### src/rtl/ata_pio_pkg.sv
`timescale 1ns/1ps
package ata_pio_pkg;
    localparam int NUM_DEV = 2;

    typedef enum logic [1:0] {
        ST_IDLE    = 2'd0,
        ST_SETUP   = 2'd1,
        ST_ACTIVE  = 2'd2,
        ST_RECOVER = 2'd3
    } pio_state_e;

    typedef enum logic [1:0] {
        CFG_SETUP  = 2'd0,
        CFG_RD     = 2'd1,
        CFG_WR     = 2'd2,
        CFG_NARROW = 2'd3
    } cfg_sel_e;
endpackage

### src/rtl/ata_pio_regs.sv
`timescale 1ns/1ps
// Per-device timing storage and request-side lookup.
module ata_pio_regs
    import ata_pio_pkg::*;
#(
    parameter int CNT_W = 4
) (
    input  logic                 clk,
    input  logic                 rst_n,
    input  logic                 cfg_wr,
    input  logic                 cfg_dev,
    input  cfg_sel_e             cfg_sel,
    input  logic [2*CNT_W-1:0]   cfg_data,
    input  logic                 lk_dev,
    input  logic                 lk_write,
    input  logic                 lk_narrow,
    output logic [CNT_W-1:0]     lk_setup,
    output logic [CNT_W-1:0]     lk_active,
    output logic [CNT_W-1:0]     lk_recov
);
    localparam int BYTE_W = 2 * CNT_W;

    logic [CNT_W-1:0]  su_all [NUM_DEV];
    logic [BYTE_W-1:0] rd_all [NUM_DEV];
    logic [BYTE_W-1:0] wr_all [NUM_DEV];
    logic [BYTE_W-1:0] nr_all [NUM_DEV];
    logic [BYTE_W-1:0] setup_word;

    for (genvar d = 0; d < NUM_DEV; d++) begin : g_dev
        logic [CNT_W-1:0]  su_q;
        logic [BYTE_W-1:0] rd_q, wr_q, nr_q;
        logic              hit;

        assign hit = cfg_wr && (int'(cfg_dev) == d);

        // slowest timing out of reset; R4: each device owns its setup slot
        always_ff @(posedge clk or negedge rst_n) begin
            if (!rst_n) begin
                su_q <= '1;
                rd_q <= '1;
                wr_q <= '1;
                nr_q <= '1;
            end else if (hit) begin
                unique case (cfg_sel)
                    CFG_SETUP:  su_q <= cfg_data[CNT_W-1:0];
                    CFG_RD:     rd_q <= cfg_data;
                    CFG_WR:     wr_q <= cfg_data;
                    CFG_NARROW: nr_q <= cfg_data;
                endcase
            end
        end

        assign su_all[d] = su_q;
        assign rd_all[d] = rd_q;
        assign wr_all[d] = wr_q;
        assign nr_all[d] = nr_q;
        assign setup_word[d*CNT_W +: CNT_W] = su_q;
    end

    logic [BYTE_W-1:0] pick;

    // 8-bit accesses override the read/write choice
    always_comb begin
        if (lk_narrow)     pick = nr_all[lk_dev];
        else if (lk_write) pick = wr_all[lk_dev];
        else               pick = rd_all[lk_dev];
    end

    assign lk_setup  = setup_word[int'(lk_dev)*CNT_W +: CNT_W];
    assign lk_active = pick[BYTE_W-1:CNT_W];
    assign lk_recov  = pick[CNT_W-1:0];
endmodule

### src/rtl/ata_pio_seq.sv
`timescale 1ns/1ps
// Phase sequencer: setup, strobe active, recovery.
module ata_pio_seq
    import ata_pio_pkg::*;
#(
    parameter int CNT_W = 4,
    parameter int DA_W  = 3,
    parameter int CS_W  = 2
) (
    input  logic              clk,
    input  logic              rst_n,
    input  logic              req,
    input  logic              req_write,
    input  logic [DA_W-1:0]   req_da,
    input  logic [CS_W-1:0]   req_cs,
    input  logic [CNT_W-1:0]  tm_setup,
    input  logic [CNT_W-1:0]  tm_active,
    input  logic [CNT_W-1:0]  tm_recov,
    output logic              ior_n,
    output logic              iow_n,
    output logic              busy,
    output logic              done,
    output logic [DA_W-1:0]   da_o,
    output logic [CS_W-1:0]   cs_n_o
);
    pio_state_e       state, nstate;
    logic [CNT_W-1:0] cnt;
    logic [CNT_W-1:0] act_q, rec_q;
    logic             wr_q;
    logic [DA_W-1:0]  da_q;
    logic [CS_W-1:0]  cs_q;
    logic             accept, last;

    assign accept = req && (state == ST_IDLE);   // only while idle
    assign last   = (cnt == '0);

    always_ff @(posedge clk or negedge rst_n) begin
        if (!rst_n) state <= ST_IDLE;
        else        state <= nstate;
    end

    // fixed phase order
    always_comb begin
        nstate = state;
        unique case (state)
            ST_IDLE:    if (accept) nstate = ST_SETUP;
            ST_SETUP:   if (last)   nstate = ST_ACTIVE;
            ST_ACTIVE:  if (last)   nstate = ST_RECOVER;
            ST_RECOVER: if (last)   nstate = ST_IDLE;
        endcase
    end

    // Snapshot at accept; counter reloads at each phase change
    always_ff @(posedge clk or negedge rst_n) begin
        if (!rst_n) begin
            cnt   <= '0;
            act_q <= '1;
            rec_q <= '1;
            wr_q  <= 1'b0;
            da_q  <= '0;
            cs_q  <= '0;
        end else begin
            unique case (state)
                ST_IDLE: begin
                    if (accept) begin
                        cnt   <= tm_setup;
                        act_q <= tm_active;
                        rec_q <= tm_recov;
                        wr_q  <= req_write;
                        da_q  <= req_da;
                        cs_q  <= req_cs;
                    end
                end
                ST_SETUP:   cnt <= last ? act_q : cnt - 1'b1;
                ST_ACTIVE:  cnt <= last ? rec_q : cnt - 1'b1;
                ST_RECOVER: cnt <= last ? '0    : cnt - 1'b1;
            endcase
        end
    end

    // outputs decoded from the state
    always_comb begin
        ior_n  = 1'b1;
        iow_n  = 1'b1;
        busy   = (state != ST_IDLE);
        done   = (state == ST_RECOVER) && last;
        da_o   = da_q;
        cs_n_o = busy ? ~cs_q : '1;
        if (state == ST_ACTIVE) begin
            if (wr_q) iow_n = 1'b0;
            else      ior_n = 1'b0;
        end
    end
endmodule

### src/rtl/ata_pio_timer.sv
`timescale 1ns/1ps
module ata_pio_timer
    import ata_pio_pkg::*;
#(
    parameter int CNT_W = 4,
    parameter int DA_W  = 3,
    parameter int CS_W  = 2
) (
    input  logic               clk,
    input  logic               rst_n,
    input  logic               cfg_wr,
    input  logic               cfg_dev,
    input  logic [1:0]         cfg_sel,
    input  logic [2*CNT_W-1:0] cfg_data,
    input  logic               req,
    input  logic               req_dev,
    input  logic               req_write,
    input  logic               req_narrow,
    input  logic [DA_W-1:0]    req_da,
    input  logic [CS_W-1:0]    req_cs,
    output logic               ior_n,
    output logic               iow_n,
    output logic               busy,
    output logic               done,
    output logic [DA_W-1:0]    da_o,
    output logic [CS_W-1:0]    cs_n_o
);
    logic [CNT_W-1:0] tm_setup, tm_active, tm_recov;

    ata_pio_regs #(.CNT_W(CNT_W)) u_regs (
        .clk       (clk),
        .rst_n     (rst_n),
        .cfg_wr    (cfg_wr),
        .cfg_dev   (cfg_dev),
        .cfg_sel   (cfg_sel_e'(cfg_sel)),
        .cfg_data  (cfg_data),
        .lk_dev    (req_dev),
        .lk_write  (req_write),
        .lk_narrow (req_narrow),
        .lk_setup  (tm_setup),
        .lk_active (tm_active),
        .lk_recov  (tm_recov)
    );

    ata_pio_seq #(.CNT_W(CNT_W), .DA_W(DA_W), .CS_W(CS_W)) u_seq (
        .clk       (clk),
        .rst_n     (rst_n),
        .req       (req),
        .req_write (req_write),
        .req_da    (req_da),
        .req_cs    (req_cs),
        .tm_setup  (tm_setup),
        .tm_active (tm_active),
        .tm_recov  (tm_recov),
        .ior_n     (ior_n),
        .iow_n     (iow_n),
        .busy      (busy),
        .done      (done),
        .da_o      (da_o),
        .cs_n_o    (cs_n_o)
    );
endmodule

### config.mk
export PLATFORM = sky130hd
export DESIGN_NAME = ata_pio_timer
export DESIGN_NICKNAME = d
export VERILOG_FILES = /design/src/rtl/ata_pio_pkg.sv /design/src/rtl/ata_pio_regs.sv /design/src/rtl/ata_pio_seq.sv /design/src/rtl/ata_pio_timer.sv
export SDC_FILE = /design/constraint.sdc
export NUM_CORES = 1
export LEC_CHECK = 0
export ABC_AREA = 1
export BUFFER_PORTS_ARGS = -buffer_cell sky130_fd_sc_hd__buf_2
export CAP_MARGIN = 20
export CELL_PAD_IN_SITES_DETAIL_PLACEMENT = 2
export CELL_PAD_IN_SITES_GLOBAL_PLACEMENT = 2
export CORE_ASPECT_RATIO = 0.9
export CORE_MARGIN = 1
export CORE_UTILIZATION = 35
export DETAILED_ROUTE_END_ITERATION = 8
export PLACE_DENSITY = 0.82
export SLEW_MARGIN = 10
export SYNTH_ARGS = -nofsm -noshare
export SYNTH_HDL_FRONTEND = slang
export SYNTH_SLANG_ARGS = --single-unit
### constraint.sdc
create_clock -name clk -period 4.82 [get_ports clk]
set_clock_uncertainty 0.1 [all_clocks]
set_input_delay 1.446 -clock clk [delete_from_list [all_inputs] [get_ports clk]]
set_output_delay 1.446 -clock clk [all_outputs]
set_load 0.05 [all_outputs]
## After elaboration in Yosys (flattened, before gate mapping)

Index checks and enable logic that the tools add are counted.

- Register bits after elaboration: 76
- Input bits: 23
- Output and inout port bits: 9
- Logic and storage cells: 75

- $add $sub $neg: 1
- Magnitude comparators: 1
- Equal/unequal tests: 10
- Shift operators: 1
- Mux-type cells: 26
- Bitwise gates (word level): 3
- Reductions and logical operators: 18

Operator list:

| cell | count |
|---|---|
| 8-bit two-way mux | 11 |
| 2-bit AND reduction | 9 |
| 4-bit two-way mux | 4 |
| 4-bit case mux with 4 select lines | 1 |
| 2-bit two-way mux | 5 |
| 2-bit equality test, second input constant | 4 |
| 2-bit by 1-bit != test with 1-bit output, second input constant | 4 |
| 2-bit case mux with 4 select lines | 1 |
| 8-bit by 4-bit variable part select with 4-bit output | 1 |
| 2-bit by 1-bit equality test with 1-bit output, second input constant | 2 |
| 1-bit logical AND | 4 |
| 2-bit zero test | 2 |
| 4-bit zero test | 1 |
| 1-bit two-way mux | 4 |
| 4-bit AND reduction | 1 |
| 4-bit by 1-bit subtractor with 4-bit output, second input constant | 1 |
| 2-bit >= comparator, second input constant | 1 |
| 1-bit NOT with 2-bit output | 1 |
| 2-bit NOT | 1 |
| 2-bit nonzero test | 1 |
| 1-bit NOT | 1 |

## Longest topological paths before layout

Gate-level depths: netlist of the first run.

- Depth after elaboration: 6
- Mapped depth: 9
- Depth with buffers taken out: 9

## By module

From an unflattened synthesis of the first run, not the netlist that was laid out.

- Cells, all modules: 421
- Area, all modules: 3921.3 um^2

Modules (own cells, without submodules):

| module | times used | cells each | area each (um^2) | seq. area each (um^2) |
|---|---|---|---|---|
| ata_pio_regs | 1 | 311 | 2808.9 | 1471.4 |
| ata_pio_seq | 1 | 110 | 1112.3 | 510.5 |

## Least setup slack after synthesis of the first run

No wires, ideal clock.

- Path kind: register -> output
- From: register u_seq.state[0]
- To: output port cs_n_o[0]
- Data arrival time: 1.508 ns
- Required time: 3.274 ns
- Path slack: 1.766 ns
- Stages on the path, launching flop included: 5
- Path buffers: 0
- Cell sequence: dfrtp_1 > inv_1 > ha_1 > inv_1 > nand2_1

- Word-level cells in the longest chain between the ends: 2

RTL lines:

| element | RTL line | source |
|---|---|---|
| start, declared | ata_pio_seq.sv:26 | `pio_state_e state, nstate;` |
| start signal, assigned | ata_pio_seq.sv:39 | `else state <= nstate;` |
| 2-bit nonzero test | ata_pio_seq.sv:85 | `busy = (state != ST_IDLE);` |
| named net busy | ata_pio_timer.sv:23 | `output logic busy,` |
| 2-bit two-way mux | ata_pio_seq.sv:88 | `cs_n_o = busy ? ~cs_q : '1;` |
| end, declared | ata_pio_timer.sv:26 | `output logic [CS_W-1:0] cs_n_o` |

The timed path passes the listed nets, and every way through them passes these cells.

## Worst setup path after layout of the first run

- From: register u_seq.state[0]
- To: output port ior_n

- Word-level cells in the longest chain between the ends: 2

RTL lines:

| element | RTL line | source |
|---|---|---|
| 2-bit equality test | ata_pio_seq.sv:89 | `if (state == ST_ACTIVE) begin` |
| 1-bit two-way mux | ata_pio_seq.sv:89 |  |
| end, declared | ata_pio_timer.sv:21 | `output logic ior_n,` |

No other way between the ends.

==> metrics.md, run 1 <==
| Metric | Value |
|---|---|
| # rows | `35` |
| Synth Net Count | `481` |
| Wire per inst | `17.6 µm` |
| Peak supply drop | `0.284 mV` |
| Period utilization | `68.5%` |
| Post-CTS setup buffer count | `0` |
| P_leak | `1.93 nW` |
| CTS tree | `built` |
| Most frequent cell after synthesis | `nand2_1` |
| P_int | `1.64 mW` |
| Synth Cell Area | `3680 µm²` |
| RR Endpoint | `u_seq.act_q[0]` |
| Clock H-tree levels | `3` |
| CTS Sinks | `76` |
| Routed vias/inst | `5.07` |
| WL final | `10.8 mm` |
| Net switching power figure | `0.909 mW` |
| Worst-Margin Slew | `751 ps` |
| Hold Crit Class | `flop to flop` |
| Synth unique cells | `22` |
| Clock slew seen by the registers of the worst setup and hold paths | `60 ps` |
| First-pass GRT wire length | `18.0 mm` |
| Top-area cell type share of the netlist area | `45.7%` |
| Dominant synthesized flop cell | `dfstp_2` |
| CTS hold repair buffers | `0` |
| Clk Latency, worst-skew pair | `340 ps` |
| R2R Path Start | `u_seq.state[1]` |
| Cell taking the most area after synthesis | `dfstp_2` |
| Drt drc | `0` |
| Critical path fanouts, max | `8` |
| Share of cells above drive strength 1 | `24.1%` |
| Area delta synth->final | `15.1%` |
| Total CTS buffers | `9` |
| Number of flops mapped to enable cells by yosys | `0` |
| Crit path from | `u_seq.state[0]` |
| Setup TNS | `0 ps` |
| I/O pin total | `32` |
| Synth async-reset ratio | `100%` |
| Final Hold Viols | `0` |
| Width of the die | `110 µm` |
| Crit path to | `ior_n` |
| Average cell area after synthesis | `8.14 µm²` |
| RSZ-0062 raised after global routing | `no` |
| Post-DRT Antenna Nets | `0` |
| Nets@finish | `509` |
| Sequential fraction of the synthesis area | `53.8%` |
| # Max-Cap Violations | `0` |
| Placer Congestion | `0.720` |
| CP startpoint kind | `flop` |
| Core area | `10200 µm²` |
| Die area | `10900 µm²` |
| Worst Setup Path Type | `flop to output pin` |
| Vias | `3112` |
| Power density over the cells | `601 nW/µm²` |
| R2r setup slk | `2600 ps` |
| Initial antenna violation count | `0` |
| Post_cts resized | `0` |
| I/O Buffers | `31` |
| Root Driver | `clkbuf_16` |
| Reg power frac | `39.9%` |
| Fmax | `0.303 GHz` |
| Iter 0 DRT Violations | `117` |
| GRT Total Usage | `22.1%` |
| Switch share | `35.7%` |
| ANT cells | `0` |
| Final Slew Violations | `0` |
| Final setup violating endpoints | `0` |
| Combinational power share | `29.3%` |
| Total gr overflow | `0` |
| Final core occ | `41.3%` |
| Drt first pass iters | `4` |
| Initial Utilization | `35.9%` |
| Worst reg-to-reg path cell count | `6` |
| Crit. End Element | `output pin` |
| Clock share of power | `30.8%` |
| Tightest slew margin relative to the limit | `49.8%` |
| HPWL Detailed | `7.55 mm` |
| Outcome | `finished, final reports clean` |
| DIE HEIGHT | `99.3 µm` |
| Fillers | `1172` |
| Flops & latches, synth | `76` |
| Synth warn | `0` |
| Largest net degree at the start of global routing | `32` |
| CP arrival | `1750 ps` |
| Final Critical Period | `3300 ps` |
| Most frequent cells after synthesis | `137 x nand2_1, 87 x o21ai_0, 64 x dfstp_2` |
| Vias in the first global route | `3502` |
| Critical Path RT | `3270 ps` |
| Cells after synthesis | `452` |
| Max Buffers Root-to-Sink | `2` |
| Top cells by area, synth | `dfstp_2 46%, nand2_1 14%, o21ai_0 12%, dfrtp_1 8.2%, nor2_1 5.3%` |
[registers in the layout (all words and copies together) (netlist names), 3 cells and up]
name and count:
u_regs.g_dev.nr_q 16, u_regs.g_dev.rd_q 16, u_regs.g_dev.su_q 8, u_regs.g_dev.wr_q 16, u_seq.act_q 4, u_seq.cnt 4, u_seq.da_o 3, u_seq.rec_q 4
[stage by stage]
step	std cells	instance area [µm²]	hold WS [ps]	setup WS, ps	total power [mW]
5_1_grt	614	4240	417	1390	2.71
2_1_floorplan	452	3680	349	1770	1.53
6_report	614	4240	390	1520	2.54
3_3_place_gp	598	3890	363	1890	1.71
4_1_cts	614	4240	392	1510	2.58
3_5_place_dp	598	3890	376	1830	1.77
[placed cells by master (no fill, tap or decap)]
| cell | synthesis | final |
|---|---|---|
| nand2_1 | 137 | 137 |
| o21ai_0 | 87 | 87 |
| dfstp_2 | 64 | 64 |
| nor2_1 | 52 | 52 |
| inv_1 | 38 | 38 |
| buf_2 | 7 | 31 |
| a21oi_1 | 23 | 23 |
| dfrtp_1 | 12 | 12 |
| clkbuf_16 | 0 | 9 |
| nand3_1 | 6 | 6 |
| ha_1 | 6 | 6 |
| nor3_1 | 3 | 3 |
| bufinv_16 | 0 | 3 |
| clkinvlp_4 | 0 | 3 |
| buf_4 | 3 | 2 |
| nand2_2 | 1 | 1 |
| or2_2 | 1 | 1 |
| clkinv_1 | 1 | 1 |
| inv_2 | 1 | 1 |
| xnor2_1 | 1 | 1 |
| nor3_4 | 1 | 1 |
| o21bai_1 | 1 | 1 |
| nor2_2 | 1 | 1 |
| clkbuf_1 | 1 | 1 |
[critical path, cell delays in order, from the launching register on]
cell and delay, ps:
dfrtp_1 420, inv_1 90, ha_1 350, inv_1 60
or2_2 270, buf_2 210
[power groups by stage]
| stage | Sequential [mW] | Combinational [mW] | Clock [mW] |
|---|---|---|---|
| 2_1_floorplan | 1.02 | 0.512 | 0 |
| 3_3_place_gp | 1.01 | 0.695 | 0 |
| 3_5_place_dp | 1.02 | 0.745 | 0 |
| 4_1_cts | 1.02 | 0.761 | 0.799 |
| 5_1_grt | 1.04 | 0.855 | 0.820 |
| 6_report | 1.02 | 0.746 | 0.784 |
[cell type report]
cell class	count	area [µm²]	share of cell area, %
Clock buffer	10	229	5.40
Clock inverter	6	113	2.66
Inverter	40	150	3.54
Multi-Input combinational cell	320	1430	33.8
Sequential cell	76	1980	46.8
Tap cell	129	161	3.81
Timing Repair Buffer	33	170	4.02
[worst min path at each step]
| stage | endpoint | start | cells after the start | slack (ps) |
|---|---|---|---|---|
| after floorplan | u_seq.cs_q[0] | u_seq.cs_q[0] | 2 | 350 |
| after global placement | u_seq.da_o[1] | u_seq.da_o[1] | 2 | 360 |
| after detailed placement | u_seq.da_o[2] | u_seq.da_o[2] | 2 | 380 |
| after CTS | u_seq.da_o[2] | u_seq.da_o[2] | 2 | 390 |
| after global routing | u_regs.g_dev[1].wr_q[2] | u_regs.g_dev[1].wr_q[2] | 2 | 420 |
| final | u_seq.da_o[2] | u_seq.da_o[2] | 2 | 390 |
[layer usage]
metal / GRT usage [%] / share of wire [%] / up-vias / wire length, µm
met5: 0 / 0 / - / 0
met4: 7.39 / 1.7 / 0 / 186
met3: 4.85 / 2.4 / 13 / 261
met2: 37.7 / 50 / 34 / 5390
met1: 27.6 / 46 / 1574 / 4950
li1: - / - / 1491 / -
[kinds of logic (layout without fill, tap and decap cells)]
group / count (synthesis) / in the layout / share of synthesized area, %
DFF: 76 / 76 / 53.8
and+or+nand+nor: 202 / 202 / 21.4
buffers and inverters: 56 / 89 / 7.27
xor gates and xnor gates: 1 / 1 / 0.238
adders and majority gates: 6 / 6 / 2.04
AOI/OAI and AO/OA: 111 / 111 / 15.2
Power figures use the tool's default switching activity.
==> run 2: changes to the inputs <==
==> constraint.sdc (replaced) <==
create_clock -name clk -period 3.1 [get_ports clk]
set_clock_uncertainty 0.1 [all_clocks]
set_input_delay 0.93 -clock clk [delete_from_list [all_inputs] [get_ports clk]]
set_output_delay 0.93 -clock clk [all_outputs]
set_load 0.05 [all_outputs]
==> run 2 against run 1 <==
  * Via count is 0.87% lower
  * Critical endpoint unchanged
  * Global-route usage is 0.84 points lower
  * Worst setup slack worse by 1200 ps
  * Non-clock buffer count increased by 1
==> metrics.md, run 2 (synthesis gave the netlist of run 1 again) <==
| Metric | Value |
|---|---|
| P_leak | `1.95 nW (was 1.93 nW)` |
| Hold Startpoint | `u_seq.da_o[0] (was u_seq.da_o[2])` |
| Vias in the first global route | `3492 (was 3502)` |
| I/O pin total | `32 (unchanged)` |
| I/O Buffers | `31 (unchanged)` |
| Total gr overflow | `0 (unchanged)` |
| Root Driver | `clkbuf_16 (unchanged)` |
| Worst Setup Path Type | `flop to output pin (unchanged)` |
| HPWL Detailed | `7.46 mm (was 7.55 mm)` |
| Iter 0 DRT Violations | `94 (was 117)` |
| Initial antenna violation count | `0 (unchanged)` |
| Tightest slew margin relative to the limit | `52.8% (was 49.8%)` |
| WL final | `10.4 mm (was 10.8 mm)` |
| CTS Sinks | `76 (unchanged)` |
| Critical Path RT | `2070 ps (was 3270 ps)` |
| Clk Latency, worst-skew pair | `340 ps (about the same)` |
| Final setup violating endpoints | `0 (unchanged)` |
| Post-DRT Antenna Nets | `0 (unchanged)` |
| Area delta synth->final | `15.6% (was 15.1%)` |
| RSZ-0062 raised after global routing | `no (unchanged)` |
| Total CTS buffers | `9 (unchanged)` |
| WP buf/inv | `3 (unchanged)` |
| # rows | `35 (unchanged)` |
| Worst-Margin Slew | `706 ps (was 751 ps)` |
| Wire per inst | `16.9 µm (was 17.6 µm)` |
| Fmax | `0.361 GHz` |
| Die area | `10900 µm² (unchanged)` |
| Top cell by count, worst path | `inv_1 (unchanged)` |
| Crit. End Element | `output pin (unchanged)` |
| Clock H-tree levels | `3 (unchanged)` |
| Fin cells | `615 (was 614)` |
| Worst reg-to-reg path cell count | `6 (unchanged)` |
| Outcome | `finished, final reports clean (unchanged)` |
| # Max-Cap Violations | `0 (unchanged)` |
| Initial Utilization | `35.9% (unchanged)` |
| CTS hold repair buffers | `0 (unchanged)` |
| GRT Total Usage | `21.3% (was 22.1%)` |
| Critical path's top delay family | `flip-flops (unchanged)` |
| Peak supply drop | `0.422 mV (was 0.284 mV)` |
| Post-CTS setup buffer count | `0 (unchanged)` |
| Placer Congestion | `0.740 (was 0.720)` |
| Slowest stage cell on the critical path | `dfrtp_1 (unchanged)` |
| Hold Crit Depth | `2 (unchanged)` |
| ANT cells | `0 (unchanged)` |
| Nets@finish | `510 (was 509)` |
| Core area | `10200 µm² (unchanged)` |
| Crit path cell chain | `inv_1 > ha_1 > inv_1 > or2_2 > buf_2 (unchanged)` |
| Critical path fanouts, max | `8 (unchanged)` |
| CP arrival | `1740 ps (was 1750 ps)` |
| Clock slew seen by the registers of the worst setup and hold paths | `60 ps (about the same)` |
| Final Hold Viols | `0 (unchanged)` |
| Fin area | `4260 µm² (was 4240 µm²)` |
| Power density over the cells | `929 nW/µm² (was 601 nW/µm²)` |
| Post_cts resized | `0 (unchanged)` |
| CP startpoint kind | `flop (unchanged)` |
| Placed instance count | `599 (was 598)` |
| Final Critical Period | `2770 ps` |
| Levels on crit path | `5 (unchanged)` |
| CTS tree | `built (unchanged)` |
| Routed vias/inst | `5.02 (was 5.07)` |
| Max Buffers Root-to-Sink | `2 (unchanged)` |
| First-pass GRT wire length | `17.4 mm (was 18.0 mm)` |
| Drt first pass iters | `4 (unchanged)` |
| Vias | `3085 (was 3112)` |
| Final Slew Violations | `0 (unchanged)` |
| R2r setup slk | `1140 ps (was 2600 ps)` |
| Share of cells above drive strength 1 | `24.3% (was 24.1%)` |
| DIE HEIGHT | `99.3 µm (unchanged)` |
| Hold Path Sink | `u_seq.da_o[0] (was u_seq.da_o[2])` |
| Drt drc | `0 (unchanged)` |
| Commonest non-fill, non-tap cell in the layout | `nand2_1 (unchanged)` |
| R2R Path Start | `u_seq.state[1] (unchanged)` |
| Max stage delay on crit path | `410 ps (was 420 ps)` |
| Placed cell area | `3920 µm² (was 3890 µm²)` |
| Width of the die | `110 µm (unchanged)` |
| Fillers | `1166 (was 1172)` |
| Hold Crit Class | `flop to flop (unchanged)` |
| Largest regs | `u_regs.g_dev.nr_q (16), u_regs.g_dev.rd_q (16), u_regs.g_dev.wr_q (16) (unchanged)` |
| Period utilization | `89.4%` |
| Setup TNS | `0 ps (unchanged)` |
| RR Endpoint | `u_seq.act_q[1] (was u_seq.act_q[0])` |
| Largest net degree at the start of global routing | `77 (was 32)` |
| Commonest cells after routing, fill and taps aside | `137 x nand2_1, 87 x o21ai_0, 64 x dfstp_2 (unchanged)` |
[run 2: worst max-delay path by stage]
stage | slack (ps) | endpoint | startpoint
after floorplan | 560 | cs_n_o[0] | u_seq.state[0]
after global placement | 770 | ior_n | u_seq.state[0]
after detailed placement | 680 | ior_n | u_seq.state[0]
after CTS | 300 | ior_n | u_seq.state[0]
after global routing | 240 | ior_n | u_seq.state[0]
final | 330 | ior_n | u_seq.state[0]
[run 2: stage by stage]
step	util, %	total power [mW]	setup WS (ps)	hold WS (ps)
floorplan	-	2.38	562	349
global placement	38.2	2.66	772	362
detailed placement	38.2	2.76	683	374
CTS	41.5	4.01	299	389
global route	41.5	4.20	236	413
finish	41.5	3.95	328	386
[run 2: power breakdown]
part | leakage, nW | internal, mW | switching [mW]
combinational | 0.966 | 0.359 | 0.808
sequential | 0.820 | 1.40 | 0.170
clock | 0.167 | 0.788 | 0.424
[run 2: tightest hold or removal path, cell delays in order (launching register included)]
cell and delay (ps):
dfrtp_1 340, nand2_1 50, nand2_1 60
[run 2: layout make-up]
class	count	area, µm²	share of cell area (%)
Sequential cell	76	1980	46.6
Multi-Input combinational cell	320	1430	33.6
Clock buffer	10	229	5.38
Timing Repair Buffer	34	190	4.47
Tap cell	129	161	3.79
Inverter	40	150	3.53
Clock inverter	6	113	2.65
[run 2: per-layer routing]
metal | routed length, µm | share of wire (%) | global-route usage [%] | vias up
met3 | 229 | 2.2 | 4.13 | 11
met4 | 178 | 1.7 | 7.69 | 0
li1 | - | - | - | 1493
met5 | 0 | 0 | 0 | -
met2 | 5240 | 50 | 36.9 | 28
met1 | 4770 | 46 | 26.1 | 1553
==> run 3: changes to the inputs <==
--- a/config.mk
+++ b/config.mk
@@ -10,7 +10,6 @@
 export CAP_MARGIN = 20
 export CELL_PAD_IN_SITES_DETAIL_PLACEMENT = 2
 export CELL_PAD_IN_SITES_GLOBAL_PLACEMENT = 2
-export CORE_ASPECT_RATIO = 0.9
 export CORE_MARGIN = 1
 export CORE_UTILIZATION = 35
 export DETAILED_ROUTE_END_ITERATION = 8
==> run 3 against run 2 <==
  * Non-clock buffer count decreased by 1
  * Final cell count up 0.98%
  * Largest power group unchanged
  * Highest routed layer unchanged
  * Worst hold slack better by 3.7 ps
  * Design area down 3.2%
  * Clock-buffer cell count up 2
==> metrics.md, run 3 (synthesis gave the netlist of run 1 again) <==
| Metric | Value |
|---|---|
| Clock H-tree levels | `3 (unchanged)` |
| Fillers | `1210 (was 1166)` |
| Final Hold Viols | `0 (unchanged)` |
| Width of the die | `105 µm (was 110 µm)` |
| Worst Setup Path Type | `flop to output pin (unchanged)` |
| # Max-Cap Violations | `0 (unchanged)` |
| CTS hold repair buffers | `0 (unchanged)` |
| Post-DRT Antenna Nets | `0 (unchanged)` |
| Hold WS | `389 ps (was 386 ps)` |
| Largest regs | `u_regs.g_dev.nr_q (16), u_regs.g_dev.rd_q (16), u_regs.g_dev.wr_q (16) (unchanged)` |
| Vias | `3085 (unchanged)` |
| Tightest slew margin relative to the limit | `51.5% (was 52.8%)` |
| Clock slew seen by the registers of the worst setup and hold paths | `80 ps (was 60 ps)` |
| Outcome | `finished, final reports clean (unchanged)` |
| Routed vias/inst | `4.97 (was 5.02)` |
| Total gr overflow | `0 (unchanged)` |
| Clk Latency, worst-skew pair | `360 ps (was 340 ps)` |
| DIE HEIGHT | `105 µm (was 99.3 µm)` |
| Max stage delay on crit path | `430 ps (was 410 ps)` |
| First-pass GRT wire length | `18.0 mm (was 17.4 mm)` |
| Worst-Margin Slew | `725 ps (was 706 ps)` |
| Crit path cell chain | `inv_1 > ha_1 > inv_1 > or2_2 > buf_2 (unchanged)` |
| Crit. End Element | `output pin (unchanged)` |
| Fmax | `0.358 GHz (was 0.361 GHz)` |
| Final Slew Violations | `0 (unchanged)` |
| Nets@finish | `509 (was 510)` |
| Area delta synth->final | `11.9% (was 15.6%)` |
| HPWL Detailed | `7.36 mm (was 7.46 mm)` |
| # rows | `37 (was 35)` |
| Largest net degree at the start of global routing | `55 (was 77)` |
| Post_cts resized | `0 (unchanged)` |
| Share of cells above drive strength 1 | `24.1% (was 24.3%)` |
| Root Driver | `clkbuf_8 (was clkbuf_16)` |
| Top cell by count, worst path | `inv_1 (unchanged)` |
| Commonest non-fill, non-tap cell in the layout | `nand2_1 (unchanged)` |
| Period utilization | `90.1% (was 89.4%)` |
| Vias in the first global route | `3438 (was 3492)` |
| P_leak | `1.88 nW (was 1.95 nW)` |
| Critical path fanouts, max | `8 (unchanged)` |
| Final core occ | `40.1% (was 41.5%)` |
| I/O Buffers | `31 (unchanged)` |
| Wire per inst | `17.1 µm (was 16.9 µm)` |
| Max Buffers Root-to-Sink | `2 (unchanged)` |
| Initial Utilization | `35.8% (was 35.9%)` |
| Peak supply drop | `0.325 mV (was 0.422 mV)` |
| Die area | `10900 µm² (about the same)` |
| Final Critical Period | `2790 ps (was 2770 ps)` |
| Drt first pass iters | `4 (unchanged)` |
| Total CTS buffers | `9 (unchanged)` |
| Hold Crit Class | `flop to flop (unchanged)` |
| Drt drc | `0 (unchanged)` |
| Power density over the cells | `856 nW/µm² (was 929 nW/µm²)` |
| Final setup violating endpoints | `0 (unchanged)` |
| Setup TNS | `0 ps (unchanged)` |
| Slowest stage cell on the critical path | `dfrtp_1 (unchanged)` |
| Post-CTS setup buffer count | `0 (unchanged)` |
| CTS tree | `built (unchanged)` |
| CP arrival | `1760 ps (was 1740 ps)` |
| Critical Path RT | `2070 ps (about the same)` |
| ANT cells | `0 (unchanged)` |
| RSZ-0062 raised after global routing | `no (unchanged)` |
| CP startpoint kind | `flop (unchanged)` |
| Iter 0 DRT Violations | `147 (was 94)` |
| CTS Sinks | `76 (unchanged)` |
| Commonest cells after routing, fill and taps aside | `137 x nand2_1, 87 x o21ai_0, 64 x dfstp_2 (unchanged)` |
| Placer Congestion | `0.720 (was 0.740)` |
| GRT Total Usage | `21.2% (was 21.3%)` |
| WL final | `10.6 mm (was 10.4 mm)` |
| Core area | `10300 µm² (was 10200 µm²)` |
| Initial antenna violation count | `0 (unchanged)` |
| I/O pin total | `32 (unchanged)` |
[run 3: final cells by class]
| class | count | area [µm²] | share of cell area (%) |
|---|---|---|---|
| clock buffers | 12 | 155 | 3.77 |
| clock inverters | 4 | 47.5 | 1.15 |
| multi-input cells | 320 | 1430 | 34.8 |
| flip-flops and latches | 76 | 1980 | 48.1 |
| repair buffers | 33 | 183 | 4.43 |
| well taps | 136 | 170 | 4.13 |
| inverters | 40 | 150 | 3.65 |
[run 3: report_power, final]
group	switching [mW]	total [mW]	leakage, nW	internal [mW]
clock	0.381	0.795	0.102	0.414
combinational	0.800	1.16	0.961	0.357
sequential	0.171	1.57	0.820	1.40
[run 3: path summary, 6_finish.rpt]
path                                start                      end  slack, ps  cells past startpoint
min in group asynchronous           rst_n             u_seq.cnt[0]        480                      1
setup reg to reg           u_seq.state[0]           u_seq.rec_q[0]        970                      6
setup / recovery           u_seq.state[0]                    ior_n        310                      5
hold reg to reg             u_seq.da_o[1]            u_seq.da_o[1]        390                      2
max in group asynchronous           rst_n  u_regs.g_dev[0].wr_q[7]       1680                      2
hold / removal              u_seq.da_o[1]            u_seq.da_o[1]        390                      2
[run 3: critical path: cells and delay by family, from the launching register on]
kind / cells / cell delay (ps)
adder cells (fa/ha/maj): 1 / 320
buffers and inverters: 3 / 380
flip-flops: 1 / 430
AND/OR/NAND/NOR: 1 / 270
[run 3: metal layers]
layer | up-vias | global-route usage (%) | part of all wire (%)
li1 | 1491 | - | -
met1 | 1556 | 27.9 | 48
met2 | 33 | 35.7 | 49
met3 | 5 | 3.74 | 2.0
met4 | 0 | 6.22 | 0.94
met5 | - | 0 | 0
[run 3: per-stage QoR]
step	std cells	setup WS (ps)	instance area (µm²)	power, mW
CTS	621	265	4120	3.57
detailed placement	605	670	3920	2.75
floorplan	452	562	3680	2.38
global route	621	207	4120	3.78
finish	621	308	4120	3.53
global placement	605	750	3920	2.66
